[src/rtl/blk_bus_pkg.sv]
// Shared types for the block-transfer bus slave.
// Assumes: one master, and a single clock domain.
package blk_bus_pkg;
    localparam int LEN_W = 2;

    typedef enum logic [2:0] {
        S_IDLE,
        S_GAP,
        S_GRANT,
        S_LAT,
        S_XFER
    } bus_state_t;
endpackage

[src/rtl/blk_cmd_check.sv]
// Command range check: decides whether a block fits inside the word array.
// Assumes: the address counts 64-bit bus words, and any address bit above
// the array index makes the command out of range.
module blk_cmd_check #(
    parameter int BUS_W  = 64,
    parameter int ADDR_W = 5,
    parameter int BPG    = 2,
    parameter int LEN_W  = 2
) (
    input  logic [BUS_W-1:0] addr_i,
    input  logic [LEN_W-1:0] len_i,
    input  logic             cmd_valid_i,
    output logic             accept_o,
    output logic             reject_o
);
    localparam int DEPTH  = 1 << ADDR_W;
    localparam int SPAN_W = ADDR_W + 2;

    logic [SPAN_W-1:0] span;
    logic              high_clear;
    logic              fits;

    // End address of the block, one past its last word.
    assign span = SPAN_W'(int'(addr_i[ADDR_W-1:0]) + (int'(len_i) + 1) * BPG);
    // The address bits above the array index must all be zero.
    assign high_clear = (addr_i[BUS_W-1:ADDR_W] == '0);
    // The block fits only if it ends at or below the array top.
    assign fits = high_clear && (span <= SPAN_W'(DEPTH));
    // Split a presented command into accepted and refused.
    assign accept_o = cmd_valid_i && fits;
    assign reject_o = cmd_valid_i && !fits;
endmodule

[src/rtl/blk_word_store.sv]
// Word array of the memory model: one write port and one combinational read port.
// Assumes: the whole array is cleared by reset, which keeps it small.
module blk_word_store #(
    parameter int BUS_W  = 64,
    parameter int ADDR_W = 5
) (
    input  logic              clk,
    input  logic              rst_n,
    input  logic              we_i,
    input  logic [ADDR_W-1:0] addr_i,
    input  logic [BUS_W-1:0]  wdata_i,
    output logic [BUS_W-1:0]  rdata_o
);
    localparam int DEPTH = 1 << ADDR_W;

    logic [BUS_W-1:0] mem [DEPTH];

    // Clear every word on reset, then store one word per write beat.
    always_ff @(posedge clk) begin
        if (!rst_n) begin
            for (int i = 0; i < DEPTH; i++) begin
                mem[i] <= '0;
            end
        end else if (we_i) begin
            mem[addr_i] <= wdata_i;
        end
    end

    // Read the addressed word directly.
    assign rdata_o = mem[addr_i];


    we_addr_known_chk: assert property (@(posedge clk) disable iff (!rst_n)
        we_i |-> !$isunknown(addr_i));
endmodule

[src/rtl/blk_bus_seq.sv]
// Bus sequencer: grant, command capture, first-access latency, overlapped
// group schedule, beat pointer, and the idle gap after each block.
// Assumes: FIRST_LAT >= 1 and GAP_CYC >= 1.
module blk_bus_seq
    import blk_bus_pkg::*;
#(
    parameter int ADDR_W    = 5,
    parameter int GRP_W     = 2,
    parameter int BPG       = 2,
    parameter int FIRST_LAT = 40,
    parameter int GROUP_LAT = 4,
    parameter int GAP_CYC   = 2
) (
    input  logic              clk,
    input  logic              rst_n,
    input  logic              req_i,
    input  logic              cmd_valid_i,
    input  logic              rw_i,
    input  logic [ADDR_W-1:0] addr_i,
    input  logic [GRP_W-1:0]  last_grp_i,
    input  logic              accept_i,
    input  logic              reject_i,
    output logic              gnt_o,
    output logic              wait_o,
    output logic              beat_o,
    output logic              last_beat_o,
    output logic [ADDR_W-1:0] ptr_o,
    output logic              rw_o
);
    localparam int PER   = (GROUP_LAT > BPG) ? GROUP_LAT : BPG;
    localparam int LAT_W = (FIRST_LAT > 1) ? $clog2(FIRST_LAT) : 1;
    localparam int T_W   = $clog2(PER + 1);
    localparam int GAP_W = $clog2(GAP_CYC + 1);

    bus_state_t        state;
    logic [LAT_W-1:0]  lat_cnt;
    logic [T_W-1:0]    tcnt;
    logic [GRP_W-1:0]  grp;
    logic [GRP_W-1:0]  last_grp_q;
    logic [GAP_W-1:0]  gap_cnt;
    logic [ADDR_W-1:0] ptr_q;
    logic              rw_q;
    logic              in_beat_slot;
    logic              grp_end;

    // Beat slots are the first BPG cycles of each group period.
    assign in_beat_slot = (tcnt < T_W'(BPG));
    assign grp_end      = (tcnt == T_W'(PER - 1));

    // Decode the bus-facing outputs from the state.
    assign gnt_o       = (state == S_GRANT) || (state == S_LAT) || (state == S_XFER);
    assign beat_o      = (state == S_XFER) && in_beat_slot;
    assign wait_o      = (state == S_LAT) || ((state == S_XFER) && !in_beat_slot);
    assign last_beat_o = beat_o && (grp == last_grp_q) && (tcnt == T_W'(BPG - 1));
    assign ptr_o       = ptr_q;
    assign rw_o        = rw_q;

    // Main state machine and counters.
    always_ff @(posedge clk) begin
        if (!rst_n) begin
            state      <= S_IDLE;
            lat_cnt    <= '0;
            tcnt       <= '0;
            grp        <= '0;
            last_grp_q <= '0;
            gap_cnt    <= '0;
            ptr_q      <= '0;
            rw_q       <= 1'b0;
        end else begin
            case (state)
                S_IDLE: begin
                    if (req_i) state <= S_GRANT;
                end
                S_GAP: begin
                    if (gap_cnt == GAP_W'(GAP_CYC - 1)) begin
                        state <= req_i ? S_GRANT : S_IDLE;
                    end else begin
                        gap_cnt <= gap_cnt + 1'b1;
                    end
                end
                S_GRANT: begin
                    if (accept_i) begin
                        state      <= S_LAT;
                        lat_cnt    <= LAT_W'(FIRST_LAT - 1);
                        ptr_q      <= addr_i;
                        rw_q       <= rw_i;
                        last_grp_q <= last_grp_i;
                    end else if (reject_i || (!cmd_valid_i && !req_i)) begin
                        state <= S_IDLE;
                    end
                end
                S_LAT: begin
                    if (lat_cnt == '0) begin
                        state <= S_XFER;
                        tcnt  <= '0;
                        grp   <= '0;
                    end else begin
                        lat_cnt <= lat_cnt - 1'b1;
                    end
                end
                S_XFER: begin
                    if (beat_o) ptr_q <= ptr_q + 1'b1;
                    if (last_beat_o) begin
                        state   <= S_GAP;
                        gap_cnt <= '0;
                    end else if (grp_end) begin
                        tcnt <= '0;
                        grp  <= grp + 1'b1;
                    end else begin
                        tcnt <= tcnt + 1'b1;
                    end
                end
                default: state <= S_IDLE;
            endcase
        end
    end


    gnt_after_req_chk: assert property (@(posedge clk) disable iff (!rst_n)
        $rose(gnt_o) |-> $past(req_i));

    beat_wait_excl_chk: assert property (@(posedge clk) disable iff (!rst_n)
        !(beat_o && wait_o));

    wait_after_cmd_chk: assert property (@(posedge clk) disable iff (!rst_n)
        ($rose(wait_o) && !$past(beat_o)) |-> $past(cmd_valid_i));

    gap_first_chk: assert property (@(posedge clk) disable iff (!rst_n)
        $past(last_beat_o) |-> !gnt_o);

    gap_second_chk: assert property (@(posedge clk) disable iff (!rst_n)
        $past(last_beat_o, 2) |-> !gnt_o);

    reject_release_chk: assert property (@(posedge clk) disable iff (!rst_n)
        $past(reject_i && gnt_o && !wait_o && !beat_o) |-> (!gnt_o && !wait_o));
endmodule

[src/rtl/blk_bus_slave.sv]
// Top of the block-transfer bus slave: range check, sequencer and word array,
// plus the read data drive on the shared bus.
// Assumes: one master, which drives ad_i with the address at the command and
// with write data on write beats.
module blk_bus_slave
    import blk_bus_pkg::*;
#(
    parameter int BUS_W     = 64,
    parameter int WORD_W    = 32,
    parameter int GRP_WORDS = 4,
    parameter int ADDR_W    = 5,
    parameter int FIRST_LAT = 40,
    parameter int GROUP_LAT = 4,
    parameter int GAP_CYC   = 2
) (
    input  logic             clk,
    input  logic             rst_n,
    input  logic             req_i,
    output logic             gnt_o,
    input  logic             cmd_valid_i,
    input  logic             rw_i,
    input  logic [1:0]       cmd_len_i,
    input  logic [BUS_W-1:0] ad_i,
    output logic [BUS_W-1:0] ad_o,
    output logic             wait_o,
    output logic             beat_o
);
    localparam int BPG = (GRP_WORDS * WORD_W) / BUS_W;

    logic              accept;
    logic              reject;
    logic              last_beat;
    logic [ADDR_W-1:0] ptr;
    logic              cur_rw;
    logic              store_we;
    logic [BUS_W-1:0]  rdata;

    blk_cmd_check #(
        .BUS_W (BUS_W),
        .ADDR_W(ADDR_W),
        .BPG   (BPG),
        .LEN_W (LEN_W)
    ) u_check (
        .addr_i     (ad_i),
        .len_i      (cmd_len_i),
        .cmd_valid_i(cmd_valid_i),
        .accept_o   (accept),
        .reject_o   (reject)
    );

    blk_bus_seq #(
        .ADDR_W   (ADDR_W),
        .GRP_W    (LEN_W),
        .BPG      (BPG),
        .FIRST_LAT(FIRST_LAT),
        .GROUP_LAT(GROUP_LAT),
        .GAP_CYC  (GAP_CYC)
    ) u_seq (
        .clk        (clk),
        .rst_n      (rst_n),
        .req_i      (req_i),
        .cmd_valid_i(cmd_valid_i),
        .rw_i       (rw_i),
        .addr_i     (ad_i[ADDR_W-1:0]),
        .last_grp_i (cmd_len_i),
        .accept_i   (accept),
        .reject_i   (reject),
        .gnt_o      (gnt_o),
        .wait_o     (wait_o),
        .beat_o     (beat_o),
        .last_beat_o(last_beat),
        .ptr_o      (ptr),
        .rw_o       (cur_rw)
    );

    // Store one word on each write beat.
    assign store_we = beat_o && cur_rw;

    blk_word_store #(
        .BUS_W (BUS_W),
        .ADDR_W(ADDR_W)
    ) u_store (
        .clk    (clk),
        .rst_n  (rst_n),
        .we_i   (store_we),
        .addr_i (ptr),
        .wdata_i(ad_i),
        .rdata_o(rdata)
    );

    // Drive read data only during read beats.
    assign ad_o = (beat_o && !cur_rw) ? rdata : '0;


    rdata_quiet_chk: assert property (@(posedge clk) disable iff (!rst_n)
        !(beat_o && !cur_rw) |-> (ad_o == '0));

    write_in_grant_chk: assert property (@(posedge clk) disable iff (!rst_n)
        store_we |-> gnt_o);
endmodule

[config.mk]
export PLATFORM = sky130hd
export DESIGN_NAME = blk_bus_slave
export DESIGN_NICKNAME = d
export VERILOG_FILES = /design/src/rtl/blk_bus_pkg.sv /design/src/rtl/blk_cmd_check.sv /design/src/rtl/blk_word_store.sv /design/src/rtl/blk_bus_seq.sv /design/src/rtl/blk_bus_slave.sv
export SDC_FILE = /design/constraint.sdc
export NUM_CORES = 2
export LEC_CHECK = 0
export BUFFER_PORTS_ARGS = -buffer_cell sky130_fd_sc_hd__buf_2
export CAP_MARGIN = 20
export CORE_ASPECT_RATIO = 1.1
export CORE_MARGIN = 2
export CORE_UTILIZATION = 60
export DETAILED_ROUTE_END_ITERATION = 6
export PLACE_DENSITY = 0.76
export SKIP_CTS_REPAIR_TIMING = 1
export SYNTH_ARGS = -nofsm -noshare
export SYNTH_HDL_FRONTEND = slang
export SYNTH_SLANG_ARGS = --single-unit
[constraint.sdc]
create_clock -name clk -period 20.4 [get_ports clk]
set_input_delay 2.04 -clock clk [delete_from_list [all_inputs] [get_ports clk]]
set_output_delay 2.04 -clock clk [all_outputs]
set_load 0.005 [all_outputs]
==> out/metrics.yaml <==
outcome: "finished clean"
synth.top_cell.area_share: 0.656
crit_path_start_kind: "flip-flop"
routed_wl_um: 285000
yosys_register_bits: 2077
area_growth_pct: 10.0
fin_crit_sh: 0.398
core-area_um2: 156000
min_period_ps: 8110
io_pins: 138
via_per_inst: 6.93
max_slew_margin: 0.148
syn-num-nets: 5743
synth_area_per_cell_um2: 16.6
grt_pass1_vias: 54000
final_cell_mix: "2048 x edfxtp_1, 2017 x and2_1, 640 x mux4_2, 206 x clkbuf_16"
wl_per_cell_um: 36.4
hold_violations: 0
setup_tns_ps: 0
antenna_found_initial: 48
numCtsBuffers: 200
crit_type: "reg -> out"
ir_drop_v: 0.0000729
die_h_um: 418
seq_area_frac_synth: 0.663
synth_area_leaders: "edfxtp_1 66%, mux4_2 15%, and2_1 13%"
hpwl_um: 143000
drt_iter0_drc: 10000
htree_levels: 4
netlist_area_um2: 93700
cp-end-kind: "primary output"
worst_slew_pin_slew_ps: 1280
yosysWarnings: 0
firstDrtPassIters: 7
p_leak_nw: 34.3
skew_ps: 48.3
die_w_um: 381
drv_slew: 0
clock_latency_ps: 870
setup_violations: 0
io_buffers: 137
clock_sinks: 2077
vias: 54400
post-route-util: 0.663
grt_remaining_overflow: 0
arrival_ps: 6070
rsz0062_at_grt: "false"
clock_path_buffers: 3
fill_cells: 10300
drc: 0
powerDensity_nw_per_um2: 88.0
rows: 152
cp_max_fo: 68
layout_commonest_cell: "edfxtp_1"
nNetsFinal: 5654
clkTransAtPathRegs_ps: 60
cts_tree: "yes"
fmax_ghz: 0.123
yosysTopAreaCell: "edfxtp_1"
syn_inst: 5658
synthFlopType: "edfxtp_1"
synth_edf_count: 2048
grtUsageTotal: 0.361
gp_congestion: 0.827
grt_pass1_wl_um: 400000
ys_async_sr_fraction: 0
hold_path_class: "reg -> reg"
crit_required_ps: 18360
drtAntennaViolNets: 0
die_area_um2: 159000
drive_above_1_share: 0.222
root_buffer: "clkbuf_16"
grt_max_degree: 121
start_util: 0.602
cap_viol_max_count: 0
synth_cell_types: 56
-- synth_stat cells, types with 12 or more instances --
library cell / instances
nor2_1: 51
edfxtp_1: 2048
nor4_1: 14
ha_1: 13
buf_2: 60
and2_1: 2019
dfxtp_1: 29
nor2_4: 12
inv_1: 13
o21ai_0: 39
nand2_1: 20
nor3_1: 35
mux4_2: 640
a22o_1: 59
clkbuf_1: 498
-- kinds of logic after synthesis --
kind of cell,Yosys count,share of synthesized area
flip-flops,2077,0.663
multiplexers,651,0.155
AO/OA/AOI/OAI,137,0.0107
adder cells (fa/ha/maj),14,0.00195
XOR/XNOR,6,0.000561
AND/OR/NAND/NOR,2190,0.145
buffers and inverters,583,0.0244
-- where the power goes --
group | switching [mW] | leakage, nW | total, mW | internal [mW]
Clock | 1.63 | 3.18 | 3.77 | 2.13
Combinational | 0.256 | 11.4 | 0.363 | 0.106
Sequential | 0.0597 | 19.7 | 4.94 | 4.88
Total | 1.95 | 34.3 | 9.07 | 7.12
-- state kept, by name, indices dropped and copies added (netlist names), named ones only --
| name | count |
|---|---|
| u_seq.tcnt | 3 |
| u_seq.grp | 2 |
| u_store.mem | 2048 |
| u_seq.lat_cnt | 6 |
| u_seq.state | 3 |
| u_seq.ptr_o | 5 |
| u_seq.rw_o | 1 |
| u_seq.gap_cnt | 2 |
| u_seq.last_grp_q | 2 |
-- area by class of cell --
cell class	instances	area, um2	area share
multi-input combinational	2998	29900	0.290
sequential	2077	62100	0.602
timing repair buffer	279	1860	0.0181
antenna	26	65.1	0.000631
inverter	13	48.8	0.000473
clock inverter	100	1130	0.0109
clock buffer	269	5430	0.0527
tap	2079	2600	0.0252
-- final timing paths --
kind	start	depth (start not counted)	end	slack [ps]
setup / recovery	flip-flop	7	ad_o[39]	12290
setup reg to reg	u_seq.state[0]$_SDFFE_PN0P_	7	u_store.mem[15][9]$_SDFFCE_PN0P_	15410
hold / removal	u_seq.gap_cnt[0]$_SDFFE_PN0P_	1	u_seq.gap_cnt[0]$_SDFFE_PN0P_	480
hold reg to reg	u_seq.gap_cnt[0]$_SDFFE_PN0P_	1	u_seq.gap_cnt[0]$_SDFFE_PN0P_	480
-- per-stage QoR --
step	setup slack [ps]	cells	power, mW	hold slack, ps	instance area, um2
2_1_floorplan	12270	5658	5.22	444	93700
3_3_place_gp	13260	7441	5.36	457	96400
3_5_place_dp	13270	7444	5.38	471	96400
4_1_cts	12330	7813	9.06	484	103000
5_1_grt	12210	7821	9.25	503	103000
6_report	12290	7841	9.07	483	103000
-- layer usage --
| layer | vias to the layer above | GRT usage | wire length, um |
|---|---|---|---|
| li1 | 20900 | - | - |
| met2 | 4806 | 0.561 | 134000 |
| met1 | 27700 | 0.483 | 95200 |
| met4 | 28 | 0.172 | 14600 |
| met3 | 905 | 0.0937 | 41500 |
| met5 | - | 0 | 226 |
-- critical path, stage by stage, from the launching register on --
cell and delay (ps):
dfxtp_4 940, buf_4 1000, buf_4 960, buf_4 910
mux4_2 440, mux4_2 490, a22o_1 260, buf_2 130
Note: power is estimated with default switching activity, not from simulation.
